[src/rtl/sdram_cmd_tracker.sv]
module sdram_cmd_tracker #(
  parameter int ROW_W = 11,
  parameter int COL_W = 8
) (
  input  logic             clk,
  input  logic             rst_n,
  input  logic             cke,
  input  logic             cs_n,
  input  logic             ras_n,
  input  logic             cas_n,
  input  logic             we_n,
  input  logic             ba,
  input  logic [ROW_W-1:0] addr,
  output logic [2:0]       cmd_code,
  output logic             err,
  output logic [1:0]       bank_open,
  output logic [ROW_W-1:0] row_b0,
  output logic [ROW_W-1:0] row_b1,
  output logic [ROW_W:0]   mode_word,
  output logic             burst_on,
  output logic             ap_pending
);
  localparam logic [2:0] C_NOP = 3'd0, C_ACT = 3'd1, C_RD = 3'd2, C_WR = 3'd3,
                         C_PRE = 3'd4, C_BST = 3'd5, C_REF = 3'd6, C_LMR = 3'd7;
  localparam int APB = 10;
  localparam logic [COL_W-1:0] PAGE_M1 = {COL_W{1'b1}};

  logic [2:0]       dec;
  logic [COL_W-1:0] cnt, n_cnt, len_m1;
  logic             burst_bank, n_bb, n_burst, n_ap, n_err;
  logic [1:0]       n_open;
  logic [ROW_W-1:0] n_row0, n_row1;
  logic [ROW_W:0]   n_mode;

  always_comb begin
    if (cs_n) dec = C_NOP;
    else case ({ras_n, cas_n, we_n})
      3'b111: dec = C_NOP;
      3'b011: dec = C_ACT;
      3'b101: dec = C_RD;
      3'b100: dec = C_WR;
      3'b010: dec = C_PRE;
      3'b110: dec = C_BST;
      3'b001: dec = C_REF;
      default: dec = C_LMR;
    endcase
  end

  assign len_m1 = (mode_word[2:0] < 3'd4) ?
                  COL_W'((1 << mode_word[1:0]) - 1) : PAGE_M1;

  always_comb begin
    n_open  = bank_open;
    n_row0  = row_b0;
    n_row1  = row_b1;
    n_mode  = mode_word;
    n_burst = burst_on;
    n_bb    = burst_bank;
    n_ap    = ap_pending;
    n_cnt   = cnt;
    n_err   = 1'b0;
    if (burst_on) begin
      if (cnt == '0) begin
        n_burst = 1'b0;
        n_ap    = 1'b0;
        if (ap_pending) n_open[burst_bank] = 1'b0;
      end else begin
        n_cnt = cnt - 1'b1;
      end
    end
    case (dec)
      C_ACT: begin
        if (bank_open[ba]) n_err = 1'b1;
        else begin
          n_open[ba] = 1'b1;
          if (ba) n_row1 = addr;
          else    n_row0 = addr;
        end
      end
      C_RD, C_WR: begin
        if (!bank_open[ba] || (burst_on && ap_pending && burst_bank == ba))
          n_err = 1'b1;
        else begin
          if (burst_on && ap_pending) n_open[burst_bank] = 1'b0;
          n_burst = 1'b1;
          n_bb    = ba;
          n_ap    = addr[APB];
          n_cnt   = len_m1;
        end
      end
      C_PRE: begin
        if (addr[APB]) n_open = 2'b00;
        else           n_open[ba] = 1'b0;
        if (burst_on && (addr[APB] || burst_bank == ba)) begin
          n_burst = 1'b0;
          n_ap    = 1'b0;
        end
      end
      C_BST: begin
        if (burst_on) begin
          n_burst = 1'b0;
          n_ap    = 1'b0;
          if (ap_pending) n_open[burst_bank] = 1'b0;
        end
      end
      C_REF: if (|bank_open) n_err = 1'b1;
      C_LMR: n_mode = {ba, addr};
      default: ;
    endcase
  end

  always_ff @(posedge clk or negedge rst_n) begin
    if (!rst_n) begin
      cmd_code   <= C_NOP;
      err        <= 1'b0;
      bank_open  <= 2'b00;
      row_b0     <= '0;
      row_b1     <= '0;
      mode_word  <= '0;
      burst_on   <= 1'b0;
      ap_pending <= 1'b0;
      burst_bank <= 1'b0;
      cnt        <= '0;
    end else if (cke) begin
      cmd_code   <= dec;
      err        <= n_err;
      bank_open  <= n_open;
      row_b0     <= n_row0;
      row_b1     <= n_row1;
      mode_word  <= n_mode;
      burst_on   <= n_burst;
      ap_pending <= n_ap;
      burst_bank <= n_bb;
      cnt        <= n_cnt;
    end
  end


  act_open_chk: assert property (@(posedge clk) disable iff (!rst_n)
    cke && dec == C_ACT && bank_open[ba] |=> err && $stable(row_b0) && $stable(row_b1));

  rw_idle_chk: assert property (@(posedge clk) disable iff (!rst_n)
    cke && (dec == C_RD || dec == C_WR) && !bank_open[ba] |=> err);

  pre_all_chk: assert property (@(posedge clk) disable iff (!rst_n)
    cke && dec == C_PRE && addr[APB] |=> bank_open == 2'b00);

  ref_open_chk: assert property (@(posedge clk) disable iff (!rst_n)
    cke && dec == C_REF && (|bank_open) |=> err);

  freeze_chk: assert property (@(posedge clk) disable iff (!rst_n)
    !cke |=> $stable(bank_open) && $stable(cmd_code) && $stable(burst_on) && $stable(err));

  act_ok_chk: assert property (@(posedge clk) disable iff (!rst_n)
    cke && dec == C_ACT && !bank_open[ba] |=> bank_open[$past(ba)] && !err);
endmodule

[config.mk]
export PLATFORM = sky130hd
export DESIGN_NAME = sdram_cmd_tracker
export DESIGN_NICKNAME = d
export VERILOG_FILES = /design/src/rtl/sdram_cmd_tracker.sv
export SDC_FILE = /design/constraint.sdc
export NUM_CORES = 1
export LEC_CHECK = 0
export BUFFER_PORTS_ARGS = -buffer_cell sky130_fd_sc_hd__buf_2
export CORE_ASPECT_RATIO = 0.5
export CORE_MARGIN = 10
export CORE_UTILIZATION = 53
export DETAILED_ROUTE_END_ITERATION = 8
export PLACE_DENSITY = 0.8
export SLEW_MARGIN = 10
export SYNTH_ARGS = -nofsm -noshare
export SYNTH_HDL_FRONTEND = slang
export SYNTH_SLANG_ARGS = --single-unit
export TNS_END_PERCENT = 10
[constraint.sdc]
create_clock -name clk -period 2.2 [get_ports clk]
set_input_delay 0.66 -clock clk [delete_from_list [all_inputs] [get_ports clk]]
set_output_delay 0.66 -clock clk [all_outputs]
set_load 0.02 [all_outputs]
==> results.sh <==
export IMPL_clk_latency_ns=0.31
export IMPL_syn_area_per_cell_um2=11.7
export IMPL_n_fill_cell=352
export IMPL_cts_sinks=51
export IMPL_worst_clock_skew_ns=0.00644
export IMPL_relSlewSlack_pct=58.3
export IMPL_wl_per_cell_um=17.1
export IMPL_drt_wl_total_um=6100
export IMPL_grt_usage_pct=14.6
export IMPL_yosysMostFrequentCell="dfrtp_1"
export IMPL_ctsRootBufferMaster="clkbuf_8"
export IMPL_ys_ff_latch=51
export IMPL_netlist_area_mm2=0.00255
export IMPL_reg2reg_from="cnt[3]"
export IMPL_ir_drop_mv=0.510
export IMPL_synth_enable_flop_cells=0
export IMPL_worstPathArrival_ns=2.29
export IMPL_crit_fanout=7
export IMPL_place_congestion=0.848
export IMPL_portBuffers=60
export IMPL_synth_top_area_share_pct=50.0
export IMPL_setup_violations=0
export IMPL_max_slew_worst_pin_slew_ns=0.626
export IMPL_final_util_pct=68.3
export IMPL_synth_area_leaders="dfrtp_1 (50%), mux2_2 (16%), o21ai_0 (2.2%)"
export IMPL_grt_antenna_before_repair=0
export IMPL_ys_async_sr_fraction_pct=100
export IMPL_dieArea_mm2=0.00816
export IMPL_ant_nets=0
export IMPL_status="completed"
export IMPL_vias=1957
export IMPL_grt_max_degree=52
export IMPL_r2r_setup_slack_ns=0.11
export IMPL_grt_pass1_vias=1984
export IMPL_numCtsBuffers=5
export IMPL_cts_tree="done"
export IMPL_dpl_instance_area_mm2=0.00300
export IMPL_synth_commonest_cells="dfrtp_1 (51), mux2_2 (37), nor2_1 (13), o21ai_0 (11), nand2_1 (9)"
export IMPL_synth_flop_cell="dfrtp_1"
export IMPL_final_max_slew_violation_count=0
export IMPL_rsz0062_at_grt="false"
export IMPL_multi_input_area_mm2=0.00117
export IMPL_cts_buffer_depth=2
export IMPL_reg2reg_depth=5
export IMPL_drtIter0Drc=103
export IMPL_area_delta_synth_final_pct=21.3
export IMPL_htreeDepth=2
export IMPL_fmax_ghz=0.478
export IMPL_core_mm2=0.00453
export IMPL_n_antenna_cell=0
export IMPL_placed_cells=349
export IMPL_synthCells=218
export IMPL_path_class="reg -> reg"
export IMPL_hold_violations=0
export IMPL_crit_path_end_kind="flop"
export IMPL_grt_overflow_total=0
export IMPL_die_h_um=69.1
export IMPL_leakage_nw=1.50
export IMPL_yosysWarnings=0
export IMPL_synth_largest_area_cell="dfrtp_1"
export IMPL_power_density_mw_per_mm2=970
export IMPL_seq_area_frac_synth_pct=50.0
export IMPL_layout_drive_gt1_share_pct=45.7
export IMPL_grt_first_pass_wirelength_um=10100
export IMPL_rows=17
export IMPL_vias_per_cell=5.48
export IMPL_period_needed_ns=2.09
export IMPL_regArea_mm2=0.00128
export IMPL_design_area_mm2=0.00310
export IMPL_cts_clk_slew_worst_paths_ns=0.10
export IMPL_die_width_um=118
export IMPL_cap_violations=0
export IMPL_cp_start_kind="flop"
export IMPL_fin_crit_sh_pct=95.1
export IMPL_hpwl_um=4490
export IMPL_drt_pass1_iter_count=5
export IMPL_min_delay_path_class="in -> async"
export IMPL_io_pins=61
export IMPL_synthDistinctLibCells=52
export IMPL_rr_endpoint="bank_open[1]"
export IMPL_setup_tns_final_ns=0
export IMPL_cts_setup_buffers=0
export IMPL_synth_fp_nets=240
export IMPL_start_util_pct=56.3
export IMPL_cts_resized_gates=0
export IMPL_cp_required_ns=2.40
export IMPL_instances_no_fill=357
export IMPL_cts_hold_buffers=0
export IMPL_remaining_drc_errors=0
export IMPL_nNetsFinal=312
-- worst max-delay path by stage --
stage,startpoint,cells past startpoint,to,slack [ns]
3_3_place_gp,ba,7,cnt[4],-0.08
4_1_cts,ba,7,cnt[4],0.12
6_report,cnt[3],5,bank_open[1],0.11
3_5_place_dp,ba,7,cnt[4],-0.18
2_1_floorplan,ras_n,6,burst_bank,0.03
5_1_grt,ba,7,cnt[4],0.03
-- critical path, cell delays in order (launching register included) --
cell	delay, ns
dfrtp_1	0.44
or4_4	0.61
nor3_1	0.30
nand4_1	0.17
or2_0	0.23
a31o_1	0.23
-- sequential cells by signal, indices dropped and copies added, names as in the netlist --
name        count
bank_open       2
cnt             8
ap_pending      1
cmd_code        3
row_b1         11
burst_bank      1
err             1
burst_on        1
mode_word      12
row_b0         11
-- per-stage QoR --
stage / total power [mW] / setup WS, ns / hold WS [ns]
5_1_grt: 3.20 / 0.0346 / 0.495
4_1_cts: 3.03 / 0.119 / 0.467
2_1_floorplan: 2.09 / 0.0276 / 0.364
3_3_place_gp: 2.40 / -0.0820 / 0.482
6_report: 3.00 / 0.109 / 0.456
3_5_place_dp: 2.45 / -0.176 / 0.488
-- routing by layer --
| layer | vias to the layer above | global-route usage (%) | part of all wire, % |
|---|---|---|---|
| li1 | 938 | - | - |
| met1 | 977 | 17.2 | 43 |
| met2 | 36 | 26.0 | 53 |
| met3 | 6 | 3.64 | 3.6 |
| met4 | 0 | 3.64 | 0.95 |
| met5 | - | 0 | 0 |
-- cell type report --
type | count | area share (%)
clock inverter | 3 | 0.889
multi-input combinational | 147 | 38.0
inverter | 6 | 0.728
timing repair buffer | 79 | 14.3
clock buffer | 5 | 2.22
sequential | 51 | 41.2
tap | 66 | 2.67
-- cells by family after synthesis --
| logic type | share of synthesized area [%] |
|---|---|
| flip-flops | 50.0 |
| multiplexers | 16.7 |
| AND/OR/NAND/NOR | 12.2 |
| buffers and inverters | 3.97 |
| XOR/XNOR | 0.686 |
| AO/OA/AOI/OAI | 15.0 |
| adder cells (fa/ha/maj) | 1.47 |
-- power by group --
group	switching (mW)	internal, mW	total (mW)
registers	0.194	1.16	1.36
logic	0.602	0.473	1.08
clock network	0.337	0.234	0.571
total	1.13	1.87	3.00
-- cells in the final DEF (no fill, tap or decap), types with 4 or more instances in the layout --
cell,synthesis,layout
o21ai_0,11,11
nand3_1,5,5
clkbuf_8,0,5
a22o_1,5,5
a21oi_1,8,8
nand2b_1,7,7
a21o_1,4,4
inv_1,6,6
buf_2,2,60
dfrtp_1,51,51
nor2_1,13,13
buf_4,0,19
mux2_2,37,37
nand2_1,9,9
Power figures use the tool's default switching activity.
